[config.mk]
export PLATFORM = sky130hd
export DESIGN_NAME = fixed_pattern_responder
export DESIGN_NICKNAME = d
export VERILOG_FILES = /design/src/rtl/resp_pkg.sv /design/src/rtl/resp_sync_fifo.sv /design/src/rtl/resp_seq.sv /design/src/rtl/fixed_pattern_responder.sv
export SDC_FILE = /design/constraint.sdc
export NUM_CORES = 1
export LEC_CHECK = 0
export BUFFER_PORTS_ARGS = -buffer_cell sky130_fd_sc_hd__clkbuf_2
export CAP_MARGIN = 20
export CORE_UTILIZATION = 50
export CTS_BUF_LIST = sky130_fd_sc_hd__clkbuf_2 sky130_fd_sc_hd__clkbuf_4 sky130_fd_sc_hd__clkbuf_8
export CTS_CLUSTER_DIAMETER = 40
export DETAILED_ROUTE_END_ITERATION = 8
export PLACE_DENSITY = 0.68
export SLEW_MARGIN = 25
export SYNTH_ARGS = -nofsm -noshare
export SYNTH_HDL_FRONTEND = slang
export SYNTH_SLANG_ARGS = --single-unit
[constraint.sdc]
create_clock -name clk -period 4.65 [get_ports clk]
set_clock_uncertainty 0.15 [all_clocks]
set_input_delay 1.395 -clock clk [delete_from_list [all_inputs] [get_ports clk]]
set_output_delay 1.395 -clock clk [all_outputs]
set_load 0.02 [all_outputs]
[src/rtl/resp_pkg.sv]
package resp_pkg;
  typedef enum logic {
    SQ_IDLE = 1'b0,
    SQ_RUN  = 1'b1
  } sq_state_e;

  function automatic int unsigned max_of(input int unsigned a, input int unsigned b);
    return (a > b) ? a : b;
  endfunction
endpackage

[src/rtl/resp_sync_fifo.sv]
module resp_sync_fifo #(
  parameter int unsigned W     = 16,
  parameter int unsigned DEPTH = 4
) (
  input  logic                             clk,
  input  logic                             rst_n,
  input  logic                             push,
  input  logic [W-1:0]                     din,
  input  logic                             pop,
  output logic [W-1:0]                     dout,
  output logic                             full,
  output logic                             empty,
  output logic [$clog2(DEPTH+1)-1:0]       count
);
  localparam int unsigned AW = (DEPTH > 1) ? $clog2(DEPTH) : 1;
  localparam int unsigned CW = $clog2(DEPTH + 1);

  logic [AW-1:0] wr_ptr, wr_ptr_nx, rd_ptr, rd_ptr_nx;
  logic [CW-1:0] cnt, cnt_nx;
  logic          do_push, do_pop;
  logic [W-1:0]  slot_rd [DEPTH];

  function automatic logic [AW-1:0] bump(input logic [AW-1:0] p);
    return (p == AW'(DEPTH - 1)) ? '0 : p + AW'(1);
  endfunction

  assign full    = (cnt == CW'(DEPTH));
  assign empty   = (cnt == '0);
  assign count   = cnt;
  assign do_push = push && !full;
  assign do_pop  = pop && !empty;
  assign dout    = slot_rd[rd_ptr];

  for (genvar i = 0; i < DEPTH; i++) begin : g_slot
    logic [W-1:0] slot_q;
    logic         slot_we;
    assign slot_we = do_push && (wr_ptr == AW'(i));
    always_ff @(posedge clk) begin
      if (slot_we) slot_q <= din;
    end
    assign slot_rd[i] = slot_q;
  end

  always_comb begin
    wr_ptr_nx = wr_ptr;
    rd_ptr_nx = rd_ptr;
    cnt_nx    = cnt;
    if (do_push) wr_ptr_nx = bump(wr_ptr);
    if (do_pop)  rd_ptr_nx = bump(rd_ptr);
    if (do_push && !do_pop)      cnt_nx = cnt + CW'(1);
    else if (!do_push && do_pop) cnt_nx = cnt - CW'(1);
  end

  always_ff @(posedge clk or negedge rst_n) begin
    if (!rst_n) begin
      wr_ptr <= '0;
      rd_ptr <= '0;
      cnt    <= '0;
    end else begin
      wr_ptr <= wr_ptr_nx;
      rd_ptr <= rd_ptr_nx;
      cnt    <= cnt_nx;
    end
  end
endmodule

[src/rtl/resp_seq.sv]
module resp_seq
  import resp_pkg::*;
#(
  parameter int unsigned     DW         = 16,
  parameter int unsigned     ZW         = 4,
  parameter int unsigned     DELAY      = 3,
  parameter int unsigned     RATE       = 2,
  parameter logic [DW-1:0]   DUMMY_WORD = '0
) (
  input  logic          clk,
  input  logic          rst_n,
  input  logic          rq_empty,
  input  logic [ZW-1:0] rq_size,
  output logic          rq_pop,
  input  logic          buf_empty,
  input  logic [DW-1:0] buf_head,
  output logic          buf_pop,
  output logic          out_valid,
  output logic [DW-1:0] out_data,
  output logic          out_real
);
  localparam int unsigned MAXT = max_of(DELAY, RATE);
  localparam int unsigned TW   = $clog2(MAXT + 1);

  sq_state_e     state, state_nx;
  logic [ZW-1:0] left, left_nx;
  logic [TW-1:0] tick, tick_nx;
  logic          fire;
  logic          valid_q, real_q;
  logic [DW-1:0] data_q, data_nx;

  always_comb begin
    state_nx = state;
    left_nx  = left;
    tick_nx  = tick;
    rq_pop   = 1'b0;
    buf_pop  = 1'b0;
    fire     = 1'b0;
    unique case (state)
      SQ_IDLE: begin
        if (!rq_empty) begin
          rq_pop   = 1'b1;
          left_nx  = rq_size;
          tick_nx  = TW'(DELAY - 1);
          state_nx = SQ_RUN;
        end
      end
      SQ_RUN: begin
        if (tick == '0) begin
          fire    = 1'b1;
          buf_pop = !buf_empty;
          left_nx = left - ZW'(1);
          tick_nx = TW'(RATE - 1);
          if (left == ZW'(1)) state_nx = SQ_IDLE;
        end else begin
          tick_nx = tick - TW'(1);
        end
      end
      default: state_nx = SQ_IDLE;
    endcase
  end

  assign data_nx = buf_empty ? DUMMY_WORD : buf_head;

  always_ff @(posedge clk or negedge rst_n) begin
    if (!rst_n) begin
      state <= SQ_IDLE;
      left  <= '0;
      tick  <= '0;
    end else begin
      state <= state_nx;
      left  <= left_nx;
      tick  <= tick_nx;
    end
  end

  always_ff @(posedge clk or negedge rst_n) begin
    if (!rst_n) begin
      valid_q <= 1'b0;
      real_q  <= 1'b0;
      data_q  <= '0;
    end else begin
      valid_q <= fire;
      real_q  <= fire && !buf_empty;
      if (fire) data_q <= data_nx;
    end
  end

  assign out_valid = valid_q;
  assign out_data  = data_q;
  assign out_real  = real_q;
endmodule

[src/rtl/fixed_pattern_responder.sv]
module fixed_pattern_responder #(
  parameter int unsigned   DW         = 16,
  parameter int unsigned   DEPTH      = 4,
  parameter int unsigned   ZW         = 4,
  parameter int unsigned   DELAY      = 3,
  parameter int unsigned   RATE       = 2,
  parameter int unsigned   RQ_DEPTH   = 2,
  parameter logic [DW-1:0] DUMMY_WORD = 16'hD00D
) (
  input  logic                       clk,
  input  logic                       rst_n,
  input  logic                       wr_valid,
  input  logic [DW-1:0]              wr_data,
  output logic                       wr_full,
  output logic [$clog2(DEPTH+1)-1:0] occupancy,
  output logic                       empty,
  input  logic                       req_valid,
  input  logic [ZW-1:0]              req_size,
  output logic                       out_valid,
  output logic [DW-1:0]              out_data,
  output logic                       out_real
);
  localparam int unsigned QCW = $clog2(RQ_DEPTH + 1);

  logic          buf_pop;
  logic [DW-1:0] buf_head;
  logic          rq_push, rq_pop, rq_full, rq_empty;
  logic [ZW-1:0] rq_size;
  logic [QCW-1:0] rq_level;

  assign rq_push = req_valid && (req_size != '0) && !rq_full;

  resp_sync_fifo #(.W(DW), .DEPTH(DEPTH)) u_buf (
    .clk   (clk),
    .rst_n (rst_n),
    .push  (wr_valid),
    .din   (wr_data),
    .pop   (buf_pop),
    .dout  (buf_head),
    .full  (wr_full),
    .empty (empty),
    .count (occupancy)
  );

  resp_sync_fifo #(.W(ZW), .DEPTH(RQ_DEPTH)) u_rq (
    .clk   (clk),
    .rst_n (rst_n),
    .push  (rq_push),
    .din   (req_size),
    .pop   (rq_pop),
    .dout  (rq_size),
    .full  (rq_full),
    .empty (rq_empty),
    .count (rq_level)
  );

  resp_seq #(
    .DW(DW), .ZW(ZW), .DELAY(DELAY), .RATE(RATE), .DUMMY_WORD(DUMMY_WORD)
  ) u_seq (
    .clk       (clk),
    .rst_n     (rst_n),
    .rq_empty  (rq_empty),
    .rq_size   (rq_size),
    .rq_pop    (rq_pop),
    .buf_empty (empty),
    .buf_head  (buf_head),
    .buf_pop   (buf_pop),
    .out_valid (out_valid),
    .out_data  (out_data),
    .out_real  (out_real)
  );
endmodule

# After elaboration in Yosys (flattened, before gate mapping)
# Index checks and enable logic that the tools add are counted.
[totals]
word_cells = 106
input_bits = 24
output_inout_bits = 23
reg_bits = 108
[op_classes]
n_reduce_logical = 33
add_sub_neg = 10
eq_ne = 9
bitwise_logic = 4
muxes = 30
order_cmp = 2
[ops]
columns = ["operator", "n"]
rows = [
  ["2-to-1 mux 16 bit", 3],
  ["binary-select mux 16 bit (select 2 bit)", 1],
  ["2-to-1 mux 4 bit", 5],
  ["logical AND 1 bit", 17],
  ["2-to-1 mux 2 bit", 6],
  ["2-to-1 mux 1 bit", 10],
  ["== test 2 bit (second input constant)", 4],
  ["zero test 1 bit", 8],
  ["case mux 4 bit (2 select lines)", 1],
  ["adder 2 x 1 -> 2 bit (second input constant)", 3],
  ["zero test 2 bit", 3],
  ["2-to-1 mux 3 bit", 2],
  ["== test 4 x 1 -> 1 bit (second input constant)", 1],
  ["!= test 2 bit (second input constant)", 2],
  ["case mux 2 bit (2 select lines)", 1],
  ["nonzero test 2 bit", 2],
  ["nonzero test 4 bit", 1],
  ["subtractor 2 x 1 -> 2 bit (second input constant)", 2],
  ["subtractor 4 x 1 -> 4 bit (second input constant)", 1],
  ["adder 3 x 1 -> 3 bit (second input constant)", 1],
  ["== test 3 bit (second input constant)", 1],
  ["greater-or-equal comparator 3 bit (second input constant)", 1],
  ["zero test 3 bit", 1],
  ["NOT 2 -> 3 bit", 1],
  ["8 further kinds", 10],
]

# Logic depth before layout (Yosys ltp)
# Gate-level depths: netlist of run 1.
[logic_depth]
depth_word = 8
mapped_depth = 11
mapped_depth_nobuf = 9

# Modules after synthesis
# Synthesis of run 1 repeated with hierarchy kept, for this count alone.
[hier_totals]
hier_cells = 268
hier_area_um2 = 4385.5
[by_module_without_submodules]
columns = ["mod", "area_per_inst_um2", "instances", "cells_each", "seq_area_each_um2"]
rows = [
  ["resp_sync_fifo (u_buf)", 2757.6, 1, 121, 2097.0],
  ["resp_seq", 1132.3, 1, 114, 625.6],
  ["resp_sync_fifo (u_rq)", 481.7, 1, 31, 340.3],
  ["fixed_pattern_responder", 13.8, 1, 2, 0.0],
]

# Worst setup path before layout of run 1
# No wires, ideal clock.
[synth_timing]
path_kind = "in2reg"
start = "in wr_valid"
end = "reg u_buf.cnt[2] (netlist: u_buf.count[2])"
path_slack_ps = 1706
cell_stages = 8
setup_time_ps = 80
required_ps = 4420
n_path_buf = 1
arrival_time_ps = 2714
path_cell_list = "nor2b_1 clkbuf_1 ha_1 inv_1 fa_1 xor2_1 nor2_1 xor2_1"
[synth_between]
elab_chain_len = 4
word_cells_on_any_way = 6
classes_between = "1 x mux; 5 x reduce/logical"
[synth_lines]
columns = ["item", "line", "rtl"]
rows = [
  ["from (decl)", "fixed_pattern_responder.sv:12", "input logic wr_valid,"],
  ["logical AND 1 bit *", "resp_sync_fifo.sv:30", "assign do_push = push && !full;"],
  ["net u_buf.do_push", "resp_sync_fifo.sv:20", "logic do_push, do_pop;"],
  ["zero test 1 bit", "resp_sync_fifo.sv:51", "else if (!do_push && do_pop) cnt_nx = cnt - CW'(1);"],
  ["logical AND 1 bit", "resp_sync_fifo.sv:51", ""],
  ["nonzero test 2 bit (no line)", "-", ""],
  ["to (signal assigned)", "resp_sync_fifo.sv:62", "cnt <= cnt_nx;"],
  ["to (decl)", "resp_sync_fifo.sv:19", "logic [CW-1:0] cnt, cnt_nx;"],
]
# Mark *: on every way through the listed nets, which the timed path passes. The rest lies on a longest branch.
# A chain may end at the register's enable or synchronous reset.

# Final worst setup path of run 1
[layout_timing]
start = "reg u_buf.cnt[0] (netlist: u_buf.count[0])"
end = "out empty"
[layout_between]
elab_chain_len = 1
[layout_lines]
columns = ["item", "line", "rtl"]
rows = [
  ["zero test 3 bit", "resp_sync_fifo.sv:28", "assign empty = (cnt == '0);"],
  ["to (decl)", "fixed_pattern_responder.sv:16", "output logic empty,"],
]
# Every way passes these cells.

==> results of run 1 <==
[worst paths after layout]
kind	slack, ns	startpoint	end
min in group asynchronous	0.98	rst_n	u_seq.out_data[7]
worst min register to register	0.36	u_seq.tick[1]	u_seq.tick[1]
worst max-delay path	1.58	u_buf.count[0]	empty
max in group asynchronous	2.78	rst_n	u_buf.rd_ptr[0]
worst min-delay path	0.36	u_seq.tick[1]	u_seq.tick[1]
worst max register to register	1.60	u_seq.state	u_buf.count[1]
[state kept, by name, summed over array words and instances (netlist names), 2 cells and up]
name	count
u_rq.g_slot.slot_q	8
u_rq.count	2
u_seq.out_data	16
u_buf.g_slot.slot_q	64
u_seq.left	4
u_buf.rd_ptr	2
u_buf.count	3
u_buf.wr_ptr	2
u_seq.tick	2
[layout by cell type (no fill, tap or decap), types with 6 or more instances in the layout]
| cell type | Yosys | routed |
|---|---|---|
| inv_1 | 7 | 7 |
| nor2_1 | 10 | 10 |
| mux4_2 | 16 | 16 |
| clkbuf_8 | 0 | 9 |
| o22a_1 | 6 | 6 |
| dfrtp_1 | 36 | 35 |
| a22o_1 | 10 | 10 |
| clkbuf_2 | 0 | 45 |
| ha_1 | 9 | 9 |
| edfxtp_1 | 72 | 72 |
[kinds of logic after synthesis]
logic type	Yosys count	synth area share
DFF	108	0.718
adders and majority gates	10	0.0311
buffers and inverters	22	0.0314
xor gates and xnor gates	8	0.0164
AOI/OAI and AO/OA	27	0.0534
and+or+nand+nor	30	0.0399
muxes	26	0.110
[power breakdown]
group          switching, mW  leakage (nW)  internal (mW)
Combinational          0.606         0.654          0.521
Sequential             0.215          1.08           1.33
Clock                  0.321        0.0941          0.212
[stage by stage]
step / hold WS [ns] / std cells / utilization / power (mW) / setup WS [ns]
after floorplan: 0.310 / 231 / - / 2.46 / 1.71
after global placement: 0.328 / 371 / 0.553 / 2.69 / 1.48
after detailed placement: 0.342 / 371 / 0.553 / 2.73 / 1.42
after CTS: 0.368 / 387 / 0.576 / 3.26 / 1.54
after global routing: 0.390 / 387 / 0.576 / 3.43 / 1.48
final: 0.363 / 387 / 0.576 / 3.21 / 1.58
[area by class of cell]
class,instances,area (um^2)
Timing Repair Buffer,46,230
Clock inverter,6,58.8
Fill cell,637,3480
Tap cell,105,131
Clock buffer,10,131
Multi-Input combinational cell,101,1070
Inverter,11,46.3
Sequential cell,108,3060
[layer usage]
| metal | part of all wire | vias to the layer above | wire, um |
|---|---|---|---|
| li1 | - | 976 | - |
| met1 | 0.45 | 1058 | 3100 |
| met2 | 0.50 | 34 | 3450 |
| met3 | 0.038 | 10 | 261 |
| met4 | 0.013 | 0 | 91 |
| met5 | 0 | - | 0 |
[worst max-delay path: cells and delay by family, from the launching register on]
family | cells | cell delay, ns
buffers and inverters | 1 | 0.26
flip-flops | 1 | 0.46
AND/OR/NAND/NOR | 1 | 0.45
==> key figures, run 1 <==
Synthesis
  • Async SR Flop Fraction: 0.333
  • Syn_area_per_cell: 18.5 um^2
  • Main synth FF type: edfxtp_1
  • Synthesized area: 4270 um^2
  • Yosys warning count: 0
  • Synth top cells by count: 72 x edfxtp_1, 36 x dfrtp_1, 16 x mux4_2
  • EDFF count, synth: 72
  • Post-Syn Instances: 231
  • Yosys cell types: 43
  • Yosys top cell area share: 0.507
  • Yosys reg bits: 108
  • Synth area leaders: edfxtp_1 51%, dfrtp_1 21%, mux4_2 8.4%
  • Syn Nets: 265
  • Synth area leader: edfxtp_1
  • Seq/Total Area, Yosys: 0.718
  • Count leader, synth: edfxtp_1

Place
  • Routability cong.: 0.745
  • Dpl cell area: 4540 um^2
  • DP HPWL: 4500 um
  • Port Buf Inserts: 46

STA
  • Final min period: 3.07 ns
  • Fin. max-slew vios: 0
  • Fmax: 326 MHz
  • Endpoints failing setup: 0
  • Normalized max-slew margin: 0.404
  • RSZ-0062 raised after global routing: no
  • Worst-Margin Slew: 0.894 ns
  • Final period util: 0.661
  • Final hold vios: 0
  • TNS Setup: 0 ns

Setup path
  • Crit start category: flop
  • Crit-path cells: nor3_2 -> clkbuf_2
  • CP endpoint kind: primary output
  • Cell count of the worst reg-to-reg path: 7
  • Slowest CP cell: dfrtp_1
  • Worst Path Required: 3.11 ns
  • Max stage delay on crit path: 0.46 ns
  • Arrival time at the worst endpoint: 1.53 ns
  • Start-to-end type of the worst setup path: flop to primary output
  • Crit-path max FO: 5

Route
  • Final wirelength: 6900 um
  • 1st-iter DRT viols: 69
  • Via count: 2078
  • DRC Markers: 0
  • First-pass DRT Iterations: 4
  • Detail Route Antenna Nets: 0
  • Routed len/inst: 17.8 um
  • Vias per inst: 5.37

Floorplan
  • Starting density of the core: 0.519
  • Num ports: 47
  • Die Ht: 94.4 um
  • Chip Width: 94.4 um
  • Total die area: 8910 um^2
  • Core area: 8220 um^2
  • Row count: 33

Clock tree
  • CTS Buf Count: 9
  • # H-tree levels: 3
  • CTS tree: done
  • CTS sink count: 108
  • PostCTS Resize Cnt: 0
  • Hold Buf Count CTS: 0
  • Clock-pin slew on the worst setup and hold paths: 0.09 ns
  • Clock latency on the worst-skew pair: 0.37 ns
  • Setup Fix Bufs, Post-CTS: 0
  • CTS root buf: clkbuf_8
  • Clk buf depth: 2

Final layout
  • Final instance area: 4730 um^2
  • Layout cells sized above 1: 0.323
  • Area growth syn-to-layout: 10.9%
  • Nets: 311
  • Antenna diodes: 0

Outcome
  • Status: complete, no violations

Power
  • Leakage: 1.83 nW
  • Max IR drop VDD: 0.276 mV
  • PwrDens: 678 nW/um^2

Global routing
  • GRT Overall Usage: 0.175
  • Global route overflow: 0
  • GRT busiest layer: met2
  • Largest net degree at the start of global routing: 37
  • Global-route wire length before repair: 11000 um
  • Vias in the first global route: 2125
  • Met2 global-route usage: 0.287
  • GRT met3 Usage: 0.0507
  • GR Util met1: 0.226
  • Initial antenna violation count: 0

Min path
  • Min-Delay Path Depth: 2
  • Hold crit path type: flop to flop

Job
  • Max Cap Violations: 0
Note: power is estimated with default switching activity, not from simulation.
==> run 2, diff against run 1 <==
--- a/config.mk
+++ b/config.mk
@@ -11,7 +11,7 @@
 export CTS_BUF_LIST = sky130_fd_sc_hd__clkbuf_2 sky130_fd_sc_hd__clkbuf_4 sky130_fd_sc_hd__clkbuf_8
 export CTS_CLUSTER_DIAMETER = 40
 export DETAILED_ROUTE_END_ITERATION = 8
-export PLACE_DENSITY = 0.68
+export PLACE_DENSITY = 0.7
 export SLEW_MARGIN = 25
 export SYNTH_ARGS = -nofsm -noshare
 export SYNTH_HDL_FRONTEND = slang
==> constraint.sdc (replaced) <==
create_clock -name clk -period 2.45 [get_ports clk]
set_clock_uncertainty 0.15 [all_clocks]
set_input_delay 0.735 -clock clk [delete_from_list [all_inputs] [get_ports clk]]
set_output_delay 0.735 -clock clk [all_outputs]
set_load 0.02 [all_outputs]
==> key figures, run 2 (synthesized netlist as in run 1, its figures left out) <==
Setup path
  • Crit path launch: u_seq.tick[0]
  • Crit-path cells: or3b_1 -> nor2_8 -> inv_2 -> ha_1 -> inv_1 -> fa_1 -> mux2_2
  • Crit start category: flop
  • Worst Path Required: 2.54 ns
  • CP Buf/Inv Count: 2
  • Worst r2r src: u_seq.tick[0]
  • Max stage delay on crit path: 0.46 ns
  • Arrival time at the worst endpoint: 2.38 ns
  • Slowest CP cell: or3b_1
  • Crit-path max FO: 7
  • Start-to-end type of the worst setup path: flop to flop
  • R2r setup slk: 0.16 ns
  • Crit Reg-Reg Endpoint: u_buf.count[1]
  • CP endpoint kind: flop
  • Top delay family on crit path: adder cells
  • Cell count of the worst reg-to-reg path: 7

Final layout
  • Antenna diodes: 0
  • Layout cells sized above 1: 0.357
  • Most frequent cells in the layout: 72 x edfxtp_1, 46 x clkbuf_2, 36 x dfrtp_1, 16 x mux4_2, 14 x buf_4
  • Area growth syn-to-layout: 15.4%
  • Nets: 326
  • Register bank with the most flops: u_buf.g_slot.slot_q
  • Max FFs per register: 64
  • Most common library cell in the layout ignoring fill and taps: edfxtp_1
  • Final instance area: 4920 um^2

Floorplan
  • Num ports: 47
  • Chip Width: 94.4 um
  • Total die area: 8910 um^2
  • Starting density of the core: 0.519
  • Core area: 8220 um^2
  • Die Ht: 94.4 um
  • Row count: 33

Global routing
  • Global-route wire length before repair: 11000 um
  • Initial antenna violation count: 0
  • Largest net degree at the start of global routing: 37
  • GRT Overall Usage: 0.172
  • Vias in the first global route: 2115
  • Global route overflow: 0

Place
  • Dpl cell area: 4680 um^2
  • DP HPWL: 4560 um
  • Routability cong.: 0.708
  • Port Buf Inserts: 46

STA
  • Endpoints failing setup: 0
  • Final period util: 0.935
  • Normalized max-slew margin: 0.424
  • Fmax: 437 MHz
  • RSZ-0062 raised after global routing: no
  • Worst-Margin Slew: 0.864 ns
  • TNS Setup: 0 ns
  • Final hold vios: 0
  • Final min period: 2.29 ns
  • Fin. max-slew vios: 0

Clock tree
  • Setup Fix Bufs, Post-CTS: 0
  • # H-tree levels: 3
  • Clock-pin slew on the worst setup and hold paths: 0.10 ns
  • PostCTS Resize Cnt: 0
  • CTS tree: done
  • Clock latency on the worst-skew pair: 0.35 ns
  • CTS root buf: clkbuf_8
  • CTS sink count: 108
  • Clk buf depth: 2
  • Hold Buf Count CTS: 0
  • CTS Buf Count: 9

Outcome
  • Status: complete, no violations

Route
  • Routed len/inst: 17.2 um
  • 1st-iter DRT viols: 67
  • Via count: 2142
  • First-pass DRT Iterations: 4
  • Vias per inst: 5.33
  • Detail Route Antenna Nets: 0
  • Final wirelength: 6910 um
  • DRC Markers: 0

Power
  • Max IR drop VDD: 0.611 mV
  • PwrDens: 1330 nW/um^2
  • Leakage: 1.95 nW

Min path
  • Hold crit path type: input pin to async pin

Job
  • Max Cap Violations: 0
==> run 2: how the worst max path moves through the flow <==
stage | end | slack [ns] | cells after the start
after global placement | u_rq.count[1] | 0.1 | 7
after global routing | u_buf.count[2] | 0.04 | 9
after detailed placement | u_rq.count[1] | 0.05 | 8
final | u_buf.count[1] | 0.16 | 7
after floorplan | u_buf.count[1] | 0.07 | 7
after CTS | u_buf.count[1] | 0.15 | 7
==> run 2: metal layers <==
layer | global-route usage | share of wire
met4 | 0.0500 | 0.0082
met3 | 0.0515 | 0.043
met1 | 0.232 | 0.45
met5 | 0 | 0
met2 | 0.272 | 0.50
==> run 2: worst register-to-register path: cells and delay by family (launching register included) <==
family | cells | cell delay [ns]
adder cells (fa/ha/maj) | 2 | 0.64
buffers and inverters | 2 | 0.16
flip-flops | 1 | 0.40
multiplexers | 1 | 0.27
AND/OR/NAND/NOR | 2 | 0.58
==> run 2: final cells by class <==
type | instances | area, um^2
fillers | 600 | 3290
flip-flops and latches | 108 | 3060
multi-input cells | 101 | 1080
repair buffers | 61 | 355
clock buffers | 10 | 131
well taps | 105 | 131
clock inverters | 6 | 116
inverters | 11 | 46.3
==> run 2: metrics by stage <==
stage                     utilization  worst slack, ns  hold WS, ns  power (mW)  std cells
after global routing            0.599           0.0442        0.285        6.93        402
after global placement          0.569           0.0953        0.331        5.24        386
after CTS                       0.599            0.154        0.264        6.62        402
after detailed placement        0.569           0.0451        0.343        5.32        386
final                           0.599            0.160        0.268        6.53        402
after floorplan                     -           0.0696        0.289        4.68        231
==> run 2: power by group <==
part	leakage [nW]	switching (mW)	internal (mW)	total, mW
Combinational	0.738	1.26	1.12	2.38
Sequential	1.09	0.330	2.52	2.85
Clock	0.125	0.590	0.702	1.29
==> run 3, diff against run 2 <==
--- a/config.mk
+++ b/config.mk
@@ -11,7 +11,8 @@
 export CTS_BUF_LIST = sky130_fd_sc_hd__clkbuf_2 sky130_fd_sc_hd__clkbuf_4 sky130_fd_sc_hd__clkbuf_8
 export CTS_CLUSTER_DIAMETER = 40
 export DETAILED_ROUTE_END_ITERATION = 8
-export PLACE_DENSITY = 0.7
+export GPL_TIMING_DRIVEN = 0
+export PLACE_DENSITY = 0.74
 export SLEW_MARGIN = 25
 export SYNTH_ARGS = -nofsm -noshare
 export SYNTH_HDL_FRONTEND = slang
==> key figures, run 3 (synthesized netlist as in run 1, its figures left out) <==
Clock tree
  • CTS root buf: clkbuf_8
  • CTS Buf Count: 9
  • Clock latency on the worst-skew pair: 0.36 ns
  • Hold Buf Count CTS: 0
  • Clock-pin slew on the worst setup and hold paths: 0.11 ns
  • Clk buf depth: 2
  • CTS sink count: 108
  • # H-tree levels: 3
  • CTS tree: done

Setup path
  • Worst Path Required: 2.56 ns
  • Arrival time at the worst endpoint: 2.47 ns
  • Most frequent cell on the critical path: buf_6
  • Max stage delay on crit path: 0.40 ns
  • R2r setup slk: 0.08 ns
  • Slowest CP cell: fa_1
  • Crit-path max FO: 7
  • Crit-path cells: buf_6 -> or3b_4 -> buf_6 -> nor2_8 -> inv_4 -> ha_2 -> inv_1 -> fa_1 -> mux2_2
  • Crit Reg-Reg Endpoint: u_buf.count[1]
  • CP endpoint kind: flop
  • Worst r2r src: u_seq.state
  • Cell count of the worst reg-to-reg path: 9
  • Start-to-end type of the worst setup path: flop to flop
  • Crit start category: flop

STA
  • Final period util: 0.966
  • Normalized max-slew margin: 0.429
  • Final hold vios: 0
  • Endpoints failing setup: 0
  • Worst-Margin Slew: 0.856 ns
  • Fmax: 423 MHz
  • Final min period: 2.37 ns
  • Fin. max-slew vios: 0
  • WHS: 0.322 ns

Floorplan
  • Chip Width: 94.4 um
  • Core area: 8220 um^2
  • Num ports: 47
  • Row count: 33
  • Starting density of the core: 0.519
  • Die Ht: 94.4 um
  • Total die area: 8910 um^2

Power
  • Max IR drop VDD: 0.431 mV
  • PwrDens: 1300 nW/um^2
  • Leakage: 1.90 nW

Global routing
  • Global-route wire length before repair: 10900 um
  • GRT Overall Usage: 0.170
  • Vias in the first global route: 2162
  • Largest net degree at the start of global routing: 37
  • Global route overflow: 0
  • Initial antenna violation count: 0

Final layout
  • Fillers: 623
  • Most frequent cells in the layout: 72 x edfxtp_1, 46 x clkbuf_2, 36 x dfrtp_1, 16 x mux4_2
  • Register bank with the most flops: u_buf.g_slot.slot_q
  • Layout cells sized above 1: 0.357
  • Max FFs per register: 64
  • Post-Route Utilization: 0.593
  • Area growth syn-to-layout: 14.3%
  • Final instance area: 4870 um^2
  • Antenna diodes: 0
  • Nets: 326
  • Most common library cell in the layout ignoring fill and taps: edfxtp_1

Route
  • First-pass DRT Iterations: 4
  • Vias per inst: 5.34
  • 1st-iter DRT viols: 125
  • Detail Route Antenna Nets: 0
  • Routed len/inst: 16.9 um
  • Final wirelength: 6790 um
  • DRC Markers: 0
  • Via count: 2145

Place
  • Routability cong.: 0.763
  • DP HPWL: 4530 um
  • Port Buf Inserts: 46
  • Dpl cell area: 4640 um^2

Job
  • Max Cap Violations: 0

Outcome
  • Status: complete, no violations

Min path
  • Hold crit path type: input pin to async pin
-- run 3: cell types whose count changed in the layout (fill, tap and decap cells not counted), moves of 2 or more --
cell	before	now
bufinv_16	3	0
buf_4	14	5
buf_6	0	6
clkinvlp_4	0	2
buf_2	0	2
-- run 3: area by class of cell --
class | count | area [um^2] | area share
plain buffers | 11 | 92.6 | 0.0190
clock buffers | 9 | 124 | 0.0254
clock inverters | 7 | 68.8 | 0.0141
inverters | 11 | 48.8 | 0.0100
multi-input cells | 101 | 1090 | 0.223
flip-flops and latches | 108 | 3060 | 0.628
well taps | 105 | 131 | 0.0270
repair buffers | 50 | 260 | 0.0534
-- run 3: per-stage QoR --
step           power (mW)  cells  setup TNS, ns  worst slack (ns)
2_1_floorplan        4.68    231              0            0.0696
6_report             6.35    402              0            0.0839
3_3_place_gp         5.28    382          -3.41           -0.0753
3_5_place_dp         5.36    382          -3.05           -0.0749
5_1_grt              6.80    402      -0.000700         -0.000700
4_1_cts              6.42    399              0            0.0338
-- run 3: worst max-delay path by stage --
stage | end | slack [ns] | depth (start not counted) | start
2_1_floorplan | u_buf.count[1] | 0.07 | 7 | u_buf.count[0]
3_3_place_gp | u_buf.g_slot[2].slot_q[4] | -0.08 | 4 | wr_valid
4_1_cts | u_buf.count[1] | 0.03 | 9 | u_seq.state
5_1_grt | u_buf.count[1] | -0.0007 | 9 | u_seq.state
6_report | u_buf.count[1] | 0.08 | 9 | u_seq.state
3_5_place_dp | u_buf.count[2] | -0.07 | 9 | wr_valid
-- run 3: what timing repair did --
| action | 4_1_cts | 5_1_grt |
|---|---|---|
| buffers inserted | 1 | 3 |
| pin swaps | 1 | 0 |
| endpoints found under the setup margin | 1 | 20 |
| resized for setup | 1 | 5 |
-- run 3: per-layer routing --
| layer | GRT usage | vias up | wire length, um |
|---|---|---|---|
| li1 | - | 1006 | - |
| met1 | 0.231 | 1088 | 3080 |
| met2 | 0.271 | 41 | 3400 |
| met3 | 0.0322 | 10 | 194 |
| met4 | 0.0731 | 0 | 119 |
| met5 | 0 | - | 0 |
-- run 3: power by group --
part | total, mW | switching [mW] | leakage, nW | internal (mW)
Combinational | 2.53 | 1.34 | 0.723 | 1.19
Clock | 1.02 | 0.620 | 0.0915 | 0.396
Sequential | 2.81 | 0.275 | 1.09 | 2.53
Total | 6.35 | 2.23 | 1.90 | 4.12
-- run 3: worst max-delay path: cells and delay by family, from the launching register on --
kind | cells | cell delay, ns
adder cells (fa/ha/maj) | 2 | 0.59
buffers and inverters | 4 | 0.39
flip-flops | 1 | 0.36
multiplexers | 1 | 0.27
AND/OR/NAND/NOR | 2 | 0.49
